`src/rtl/pss_pkg.sv`:
```
package pss_pkg;

  typedef enum logic [1:0] {
    MODE_WAIT,
    MODE_NORM,
    MODE_PRE
  } mode_e;

  typedef enum logic [2:0] {
    PH_GAP_LEAD,
    PH_HS,
    PH_GAP_MID,
    PH_LS,
    PH_GAP_HS2,
    PH_HS2,
    PH_IDLE
  } phase_e;

  // strobes from the control FSM to the timing datapath
  typedef struct packed {
    logic runPeriod;
    logic clrPeriod;
    logic clrDead;
    logic clrOn;
  } strobes_t;

endpackage

```
`src/rtl/pss_timer.sv`:
```
module pss_timer
  import pss_pkg::*;
#(
  parameter int PERIOD_CLKS = 100,
  parameter int DUTY_PCT    = 95,
  parameter int DEAD_W      = 4
) (
  input  logic              clk,
  input  logic              rstN,
  input  strobes_t          stb,
  input  logic [DEAD_W-1:0] deadClks,
  output logic              periodEnd,
  output logic              deadDone,
  output logic              onMax
);

  localparam int PW     = $clog2(PERIOD_CLKS);
  localparam int MAX_ON = PERIOD_CLKS * DUTY_PCT / 100;
  localparam int OW     = $clog2(MAX_ON + 1);
  localparam logic [PW-1:0] LAST = PW'(PERIOD_CLKS - 1);

  logic [PW-1:0]     pCnt;
  logic [DEAD_W-1:0] dCnt;
  logic [OW-1:0]     onCnt;

  always_ff @(posedge clk or negedge rstN) begin
    if (!rstN) begin
      pCnt <= '0;
    end else if (stb.clrPeriod) begin
      pCnt <= '0;
    end else if (stb.runPeriod) begin
      pCnt <= (pCnt == LAST) ? '0 : pCnt + 1'b1;
    end
  end

  always_ff @(posedge clk or negedge rstN) begin
    if (!rstN) begin
      dCnt <= '0;
    end else if (stb.clrDead) begin
      dCnt <= '0;
    end else if (dCnt != '1) begin
      dCnt <= dCnt + 1'b1;
    end
  end

  always_ff @(posedge clk or negedge rstN) begin
    if (!rstN) begin
      onCnt <= '0;
    end else if (stb.clrOn) begin
      onCnt <= '0;
    end else if (onCnt != OW'(MAX_ON)) begin
      onCnt <= onCnt + 1'b1;
    end
  end

  assign periodEnd = (pCnt == LAST);
  assign deadDone  = ((DEAD_W+1)'(dCnt) + (DEAD_W+1)'(1)) >= (DEAD_W+1)'(deadClks);
  assign onMax     = ((OW+1)'(onCnt) + (OW+1)'(1)) >= (OW+1)'(MAX_ON);

  // a running period wraps back to its first cycle
  a_r3_period_wrap: assert property (@(posedge clk) disable iff (!rstN)
    (stb.runPeriod && !stb.clrPeriod && pCnt == LAST) |=> (pCnt == '0));

  // counter never leaves the period range
  a_r3_period_range: assert property (@(posedge clk) disable iff (!rstN)
    pCnt <= LAST);

endmodule

```
`src/rtl/pss_ctrl.sv`:
```
module pss_ctrl
  import pss_pkg::*;
(
  input  logic     clk,
  input  logic     rstN,
  input  logic     enable,
  input  logic     rampTrip,
  input  logic     hsLimit,
  input  logic     lsSinkLimit,
  input  logic     ssAboveFb,
  input  logic     forcedStart,
  input  logic     periodEnd,
  input  logic     deadDone,
  input  logic     onMax,
  output strobes_t stb,
  output logic     hsGate,
  output logic     lsGate,
  output logic     prebiasMode
);

  mode_e  mode, modeN;
  phase_e ph, phN;

  always_comb begin
    modeN         = mode;
    phN           = ph;
    stb           = '0;
    stb.runPeriod = (mode != MODE_WAIT);
    if (!enable) begin
      modeN         = MODE_WAIT;
      phN           = PH_IDLE;
      stb.clrPeriod = 1'b1;
      stb.runPeriod = 1'b0;
    end else if (mode == MODE_WAIT) begin
      stb.clrPeriod = 1'b1;
      if (ssAboveFb || forcedStart) begin
        modeN       = ssAboveFb ? MODE_NORM : MODE_PRE;
        phN         = PH_GAP_LEAD;
        stb.clrDead = 1'b1;
      end
    end else if (periodEnd) begin
      phN         = PH_GAP_LEAD;
      stb.clrDead = 1'b1;
      if (mode == MODE_PRE && ssAboveFb) modeN = MODE_NORM;
    end else begin
      unique case (ph)
        PH_GAP_LEAD: if (deadDone) begin
          phN       = PH_HS;
          stb.clrOn = 1'b1;
        end
        PH_HS: if (rampTrip || hsLimit || onMax) begin
          phN         = PH_GAP_MID;
          stb.clrDead = 1'b1;
        end
        PH_GAP_MID: if (deadDone) phN = PH_LS;
        PH_LS: if (mode == MODE_PRE && lsSinkLimit) begin
          phN         = PH_GAP_HS2;
          stb.clrDead = 1'b1;
        end
        PH_GAP_HS2: if (deadDone) phN = PH_HS2;
        PH_HS2: if (hsLimit) phN = PH_IDLE;
        default: ;
      endcase
    end
  end

  always_ff @(posedge clk or negedge rstN) begin
    if (!rstN) begin
      mode <= MODE_WAIT;
      ph   <= PH_IDLE;
    end else begin
      mode <= modeN;
      ph   <= phN;
    end
  end

  assign hsGate      = (mode != MODE_WAIT) && (ph == PH_HS || ph == PH_HS2);
  assign lsGate      = (mode != MODE_WAIT) && (ph == PH_LS);
  assign prebiasMode = (mode == MODE_PRE);

  // enable low forces everything off on the next cycle
  a_r1_enable_off: assert property (@(posedge clk) disable iff (!rstN)
    !enable |=> (!hsGate && !lsGate && !prebiasMode));

  // break-before-make in both directions
  a_r9_ls_after_gap: assert property (@(posedge clk) disable iff (!rstN)
    $rose(lsGate) |-> !$past(hsGate));
  a_r9_hs_after_gap: assert property (@(posedge clk) disable iff (!rstN)
    $rose(hsGate) |-> !$past(lsGate));

  // an over-current flag ends a high-side pulse at once
  a_r4_limit_cuts: assert property (@(posedge clk) disable iff (!rstN)
    (hsGate && hsLimit) |=> !hsGate);

  // the on-time ceiling from the timer ends the first pulse
  a_r5_max_on: assert property (@(posedge clk) disable iff (!rstN)
    (ph == PH_HS && onMax) |=> !hsGate);

  // in normal operation the low side holds to the period end
  a_r6_sink_ignored: assert property (@(posedge clk) disable iff (!rstN)
    (mode == MODE_NORM && lsGate && enable && !periodEnd) |=> lsGate);

endmodule

```
`src/rtl/pwm_switch_seq.sv`:
```
module pwm_switch_seq
  import pss_pkg::*;
#(
  parameter int PERIOD_CLKS = 100,
  parameter int DUTY_PCT    = 95,
  parameter int DEAD_W      = 4
) (
  input  logic              clk,
  input  logic              rstN,
  input  logic              enable,
  input  logic [DEAD_W-1:0] deadClks,
  input  logic              rampTrip,
  input  logic              hsLimit,
  input  logic              lsSinkLimit,
  input  logic              ssAboveFb,
  input  logic              forcedStart,
  output logic              hsGate,
  output logic              lsGate,
  output logic              prebiasMode
);

  strobes_t stb;
  logic     periodEnd;
  logic     deadDone;
  logic     onMax;

  pss_timer #(
    .PERIOD_CLKS(PERIOD_CLKS),
    .DUTY_PCT   (DUTY_PCT),
    .DEAD_W     (DEAD_W)
  ) timer_i (
    .clk      (clk),
    .rstN     (rstN),
    .stb      (stb),
    .deadClks (deadClks),
    .periodEnd(periodEnd),
    .deadDone (deadDone),
    .onMax    (onMax)
  );

  pss_ctrl ctrl_i (
    .clk        (clk),
    .rstN       (rstN),
    .enable     (enable),
    .rampTrip   (rampTrip),
    .hsLimit    (hsLimit),
    .lsSinkLimit(lsSinkLimit),
    .ssAboveFb  (ssAboveFb),
    .forcedStart(forcedStart),
    .periodEnd  (periodEnd),
    .deadDone   (deadDone),
    .onMax      (onMax),
    .stb        (stb),
    .hsGate     (hsGate),
    .lsGate     (lsGate),
    .prebiasMode(prebiasMode)
  );

endmodule

```
`config.mk`:
```
export PLATFORM = sky130hd
export DESIGN_NAME = pwm_switch_seq
export DESIGN_NICKNAME = d
export VERILOG_FILES = /design/src/rtl/pss_pkg.sv /design/src/rtl/pss_timer.sv /design/src/rtl/pss_ctrl.sv /design/src/rtl/pwm_switch_seq.sv
export SDC_FILE = /design/constraint.sdc
export NUM_CORES = 1
export LEC_CHECK = 0
export CAP_MARGIN = 20
export CORE_UTILIZATION = 38
export CTS_CLUSTER_DIAMETER = 30
export DETAILED_ROUTE_END_ITERATION = 8
export HOLD_SLACK_MARGIN = 0.05
export REMOVE_ABC_BUFFERS = 1
export SLEW_MARGIN = 20
export SYNTH_ARGS = -nofsm -noshare
export SYNTH_HDL_FRONTEND = slang
export SYNTH_HIERARCHICAL = 1
export SYNTH_SLANG_ARGS = --single-unit
```
`constraint.sdc`:
```
create_clock -name clk -period 2.2 [get_ports clk]
set_input_delay 0.22 -clock clk [delete_from_list [all_inputs] [get_ports clk]]
set_output_delay 0.22 -clock clk [all_outputs]
set_load 0.01 [all_outputs]
```
==> summary by stage, run 1 <==
Finish
Summing all multi-input logic gate instances after layout gives 826 um2. At the end of the flow the core is filled with cells to 0.512. Leaving out filler cells and counting taps, the final layout contains 232. The most common library cell in the layout ignoring fill and taps is dfrtp_1. After filler insertion, the fill cell instance count of the layout stands at 328. The fraction of final layout cells sized beyond drive strength 1 is 0.151. The number of nets in the final layout is 207.

The library cells used most frequently in the layout, excluding fill and tap cells, are 21 x dfrtp_1, 20 x nor2_1, 14 x clkdlybuf4s50_1. The number of antenna cells inserted is 0. The growth of design area from synthesis to finish is 23.8%. The finished layout cell area is 0.00177 mm2. The area of all sequential standard cells is 578 um2.

Timing
The number of failing setup endpoints in the final timing report is 0. Setup repair after global routing could not meet its margin everywhere. The number of slew-limit violations in the final report came to 0. Based on the critical path, the design can be clocked at up to 0.461 GHz. The worst clock skew on the final layout is roughly 0.0062 ns. The time the worst path needs with I/O delays and setup is approximately 2.2 ns.

After routing, the total negative slack on setup checks comes to 0 ns. The portion of the clock cycle consumed by the worst path in the final layout is 0.986. The relative slew slack is 0.737. The slew at the pin closest to its max-slew limit is slightly below 0.4 ns. The number of failing hold endpoints at the final stage is 0.

Worst setup path
The nature of the critical path startpoint is a register. Of all nets on the critical path, the largest fanout is 2. For the worst setup path, the data arrival time is 2.37 ns. By startpoint and endpoint, the worst setup path is classified as reg -> reg. Data on the critical path is required at its endpoint by 2.40 ns. The endpoint type of the worst setup path is a register.

Place
The post-DP HPWL is around 2300 um. The placer congestion estimate is 0.812. Counting tap cells, the placed design contains a total of 225 instances. In this run the tool buffered the top-level ports with 14 buffer cells.

The post-place instance area is 0.00168 mm2.

Floorplan
The horizontal die dimension is 63.4 um. The floorplan step defined a die boundary enclosing about 0.0040 mm2. For this design the top-level I/O count stands at 15. Measured along the y axis, the die boundary spans 63.4 um.

The region available for standard cell placement spans 0.00347 mm2. The initial utilization of the core area, before any placement, comes to 0.413. The number of standard-cell rows in the floorplan is 21.

Detailed routing
The number of search-and-repair iterations in the first detailed-routing pass is 4. The starting DRC count in detailed routing is between 100 and 150. For this run, design rule violations remaining after detail routing come to 0.

Wire segments on met3 add up to ~130 um in the final route. The number of routed nets with antenna violations is 0. The total vias in the final route is 1,255. The sum of routed wire length over all layers is roughly 3100 um. Routed signal wires occupy layers up through met4. The wire length per cell is around 13 um.

Dividing the detail-routed via count by the number of cells gives 5.41. The routed metal-1 wire length is 1450 um. The routed length on met2 is 1480 um.

Pwr
The largest voltage drop on the vdd net is 0.000345 V. The power per cell area is around 810 mW/mm2. The total power after layout is between 1 and 1.5 mW.

For this design the static power due to leakage is 0.761 nW.

Global routing
The number of global-route vias before repair is 1,213. The initial antenna violation count is 0. The leftover overflow at the end of global routing is 0. Entering global routing, the biggest net connects 24 pins. The combined global-route utilization of all metal layers is 0.168. The first global-routing pass estimated 5220 um of wire.

Synth
The netlist uses 40 different library cells. The mean area per synthesized cell is 9.01 um2. The number of warnings issued by yosys is 6.

In this run, synthesis produced a sequential element count of 23. Counting every instance in the synthesized netlist gives 159. The sequential share of the synthesized area is 0.403. The number of flops mapped to enable cells by yosys is 0. For this run, the leading register cell type out of synthesis is dfrtp_1. The proportion of synthesized flip-flops having asynchronous set or reset is 1.00. The cell area after synthesis is 0.00143 mm2.

Clock network
TritonCTS created 3 clock buffers. The number of sinks on the clock net is 23. The count of H-tree levels built during CTS is 1. Clock tree synthesis selected as its root buffer the cell clkbuf_8. The clock transition at the register clock pins on the worst setup and hold paths after CTS is 0.08 ns. The clock reaches the later pin of the worst-skew pair after approximately 0.26 ns. The CTS tree is yes. Counting along the longest clock path gives a buffer depth of 2. The hold buffer count at CTS is 0.

Worst hold path
The tightest min-delay check is of the in -> async type.

Run
The max-capacitance violation count is 0.

Status
The run finished with clean final reports.
state kept, by name (all words and copies together), names as in the netlist:
name and count:
ctrl_i/ph 3, timer_i/pCnt 7, ctrl_i/mode 2, timer_i/onCnt 7, timer_i/dCnt 4
where the power goes:
part | internal (mW) | switching [mW]
logic | 0.268 | 0.259
registers | 0.526 | 0.126
clock network | 0.129 | 0.131
final cells by class:
| class | instances | area share |
|---|---|---|
| multi-input cells | 123 | 0.465 |
| inverters | 10 | 0.0212 |
| clock buffers | 4 | 0.0254 |
| flip-flops and latches | 23 | 0.326 |
| repair buffers | 26 | 0.130 |
| well taps | 46 | 0.0324 |
layer usage:
layer | up-vias | track usage
met3 | 7 | 0.0417
met5 | - | 0
met1 | 597 | 0.202
met4 | 0 | 0.0511
li1 | 627 | -
met2 | 24 | 0.291
per-stage QoR:
stage / setup slack (ns) / hold slack (ns)
floorplan: -0.0198 / -0.0756
global placement: 0.0772 / 0.519
detailed placement: 0.00373 / 0.522
CTS: 0.00615 / 0.315
global route: -0.0521 / 0.334
finish: 0.0312 / 0.308
worst paths after layout:
kind	startpoint	endpoint	slack [ns]	depth (start not counted)
max	timer_i/onCnt[1]	ctrl_i/ph[1]	0.03	8
min	rstN	ctrl_i/mode[0]	0.31	2
max reg2reg	timer_i/onCnt[1]	ctrl_i/ph[1]	0.03	8
min reg2reg	ctrl_i/ph[2]	ctrl_i/ph[2]	0.53	2
max in group asynchronous	rstN	ctrl_i/ph[2]	1.60	2
min in group clk	ctrl_i/ph[2]	ctrl_i/ph[2]	0.53	2
synth_stat cells (2+ instances only):
cell      number  area, um2
a21oi_1       11       55.1
xnor2_1        4       35.0
nor2b_1        2       12.5
or4_4          2       22.5
nor2_1        21       78.8
dfstp_2        2       52.6
ha_1           8        100
nor3_1         2       10.0
a211oi_1       2       15.0
dfrtp_1       21        526
o21ai_0       12       60.1
xor2_1         5       43.8
and3_1         2       12.5
or3_1          3       18.8
inv_1         10       37.5
nand2b_1       6       37.5
nand2_1       10       37.5
nand4_1        5       31.3
nand3b_1       3       22.5
nand3_1        7       35.0
mux2i_1        2       20.0
cell families (layout without fill, tap and decap cells):
logic type	Yosys count	count (layout)	synth area share
AND/OR/NAND/NOR	66	66	0.240
buffers and inverters	13	40	0.0376
multiplexers	3	3	0.0218
flip-flops	23	23	0.403
adder cells (fa/ha/maj)	8	8	0.0699
AO/OA/AOI/OAI	37	37	0.172
XOR/XNOR	9	9	0.0550
what timing repair did:
action | 4_1_cts | 5_1_grt
hold endpoints to repair | 0 | 0
pin swaps | 0 | 7
setup endpoints to repair | 1 | 13
buffers inserted | 0 | 3
gates resized for setup | 1 | 6
critical path, cell delays in order (launching register included):
cell,delay (ns)
dfrtp_1,0.37
ha_2,0.19
and4_4,0.24
mux2_4,0.29
a221o_1,0.32
nor2_2,0.13
o211ai_1,0.13
a21o_1,0.20
a31o_2,0.23
No activity file was read; power rests on OpenSTA's default activity.
==> run 2, diff against run 1 <==
--- a/config.mk
+++ b/config.mk
@@ -6,7 +6,7 @@
 export NUM_CORES = 1
 export LEC_CHECK = 0
 export CAP_MARGIN = 20
-export CORE_UTILIZATION = 38
+export CORE_UTILIZATION = 35
 export CTS_CLUSTER_DIAMETER = 30
 export DETAILED_ROUTE_END_ITERATION = 8
 export HOLD_SLACK_MARGIN = 0.05
==> summary by stage, run 2 (synthesis gave the netlist of run 1 again) <==
Timing
The final hold slack is 0.286 ns. Across the routed clock network, the largest skew measured is approximately 0.015 ns. The portion of the clock cycle consumed by the worst path in the final layout is 0.969.

The maximum clock frequency is 0.469 GHz. The number of failing setup endpoints in the final timing report is 0. The number of failing hold endpoints at the final stage is 0.

Headroom to the max-slew limit came out at 0.792. The number of slew-limit violations in the final report was 0. Setup repair after global routing could not meet its margin everywhere. The time the worst path needs with I/O delays and setup is 2.13 ns. At the pin with the least slew margin, the transition time is between 0.3 and 0.4 ns.

Finish
The fraction of final layout cells sized beyond drive strength 1 is 0.146. Fill cells in the final layout number 390. In the final layout, the registers with the most flip-flops are timer_i/onCnt: 7 flops, timer_i/pCnt: 7 flops, timer_i/dCnt: 4 flops. For this run, the number of standard cells in the final layout without fillers is 233. The number of antenna cells inserted is 0. The area growth from synthesis to layout is 22.7%. The number of nets in the final layout is 206.

The most common library cell in the layout ignoring fill and taps is dfrtp_1. The library cells used most frequently in the layout, excluding fill and tap cells, are 21 x dfrtp_1, 20 x nor2_1, 14 x clkdlybuf4s50_1.

Place
The port buffer count is 14. The cell total after placement is 229. Routability-driven placement finished with a final weighted congestion of between 0.8 and 0.9. Summed over all nets, the half-perimeter wirelength after detailed placement is 2210 um.

Global routing
The initial antenna violation count is 0. The number of global-route vias before repair came to 1,156. The combined global-route utilization of all metal layers is 0.146.

The first global-routing pass estimated 4930 um of wire. Entering global routing, the biggest net connects 24 pins. The leftover overflow at the end of global routing is 0.

Clock network
The clock passes through at most 2 buffers. The tree is rooted in a clkbuf_8. The later pin in the worst-skew pair is clocked with a latency of 0.27 ns. The number of sinks on the clock net is 23. In this run, CTS created clock tree buffers numbering 3. The count of H-tree levels built during CTS is 1. TritonCTS built the clock tree. The clock transition at the register clock pins on the worst setup and hold paths after CTS is 0.09 ns.

Detailed routing
In the routed design, unresolved DRC markers number 0. The vias per cell is 5.36. The wire length per cell is 12.8 um. The number of search-and-repair iterations in the first detailed-routing pass is 4. The routed layout has 1,249 vias. The number of routed nets with antenna violations is 0. The starting DRC count in detailed routing is 114.

Summed over all layers, the routed wires come to 2990 um.

Status
The run finished with clean final reports.

Floorplan
The boundary pin count is 15. The number of standard-cell rows in the floorplan is 22. The die is 66.0 um wide.

The initial core utilization is 0.377. In this run the standard cell core region covers ~0.0038 mm2. The height of the die is about 66 um. The die covers around 0.0044 mm2.

Pwr
In this run the power density over the cells is 819 mW/mm2. Of the total power, the share spent switching nets is 0.361. The internal power of the cells totals 0.920 mW. The share of total power dissipated in sequential elements is 0.449. Summed over all cells, the static leakage comes to 0.761 nW.

The largest voltage drop on the vdd net is 0.000425 V. The power dissipated by switching net loads is 0.521 mW. The clock network power share is 0.184. The power share of the combinational group is 0.367.

Worst hold path
The type of the worst min-delay path is in -> async.

Worst setup path
The type of the worst setup path is reg -> reg. The endpoint type of the worst setup path is a register. The data required time of the worst path is ~2.4 ns. The arrival time at the worst endpoint is 2.34 ns. Along the worst path, the maximum fanout reaches 3. STA classifies the critical path startpoint as a register.

Run
The max-capacitance violation count is 0.
==> run 2: cell count changes in the layout (fill, tap and decap cells not counted) <==
cell | previous run | this run
clkbuf_1 | 1 | 0
ha_1 | 6 | 7
clkinv_2 | 0 | 1
ha_4 | 1 | 0
o21ai_0 | 11 | 12
buf_4 | 12 | 11
o21ai_1 | 1 | 0
==> run 2: final timing paths <==
path,startpoint,endpoint,slack [ns],cells past startpoint
max in group asynchronous,rstN,ctrl_i/ph[1],1.63,2
max reg2reg,timer_i/onCnt[1],ctrl_i/ph[1],0.07,8
max,timer_i/onCnt[1],ctrl_i/ph[1],0.07,8
min,rstN,ctrl_i/ph[0],0.29,2
min reg2reg,ctrl_i/ph[2],ctrl_i/ph[2],0.53,2
min in group clk,ctrl_i/ph[2],ctrl_i/ph[2],0.53,2
==> run 2: area by class of cell <==
type,count,area [um2],share of cell area
timing repair buffer,25,223,0.127
multi-input combinational,123,813,0.463
tap,48,60.1,0.0342
clock buffer,3,41.3,0.0235
inverter,10,37.5,0.0214
clock inverter,1,5.00,0.00285
sequential,23,578,0.329
==> run 2: metal layers <==
metal,global-route usage,routed length [um],vias to the layer above
met2,0.251,1460,15
li1,-,-,621
met4,0.0372,16,0
met5,0,0,-
met1,0.179,1430,611
met3,0.0362,93,2
==> run 2: repair_timing <==
item                                    CTS  global route
hold buffers                              0             0
gates resized for setup                   0             4
endpoints found under the hold margin     0             0
endpoints found under the setup margin    0             5
setup buffers                             0             0
==> run 2: stage by stage <==
step / area, um2 / power (mW) / setup slack [ns] / TNS [ns] / utilization
finish: 1760 / 1.44 / 0.0676 / 0 / 0.463
global route: 1760 / 1.55 / -0.0282 / -0.0341 / 0.463
CTS: 1750 / 1.44 / 0.00537 / 0 / 0.459
detailed placement: 1700 / 1.18 / 0.0266 / 0 / 0.447
global placement: 1700 / 1.15 / 0.0675 / 0 / 0.447
floorplan: 1420 / 0.977 / -0.0198 / -0.0198 / -
==> run 2: power groups by stage <==
stage	Combinational, mW	Clock [mW]	Sequential, mW
after floorplan	0.339	0	0.638
after global placement	0.505	0	0.647
after detailed placement	0.527	0	0.650
after CTS	0.528	0.275	0.643
after global routing	0.598	0.292	0.663
final	0.529	0.264	0.647
==> run 2: worst max-delay path, stage by stage, from the launching register on <==
cell	delay (ns)
dfrtp_1	0.36
ha_2	0.18
and4_4	0.24
mux2_4	0.30
a221o_1	0.33
nor2_2	0.12
o211ai_1	0.13
a21o_1	0.18
a31o_2	0.22
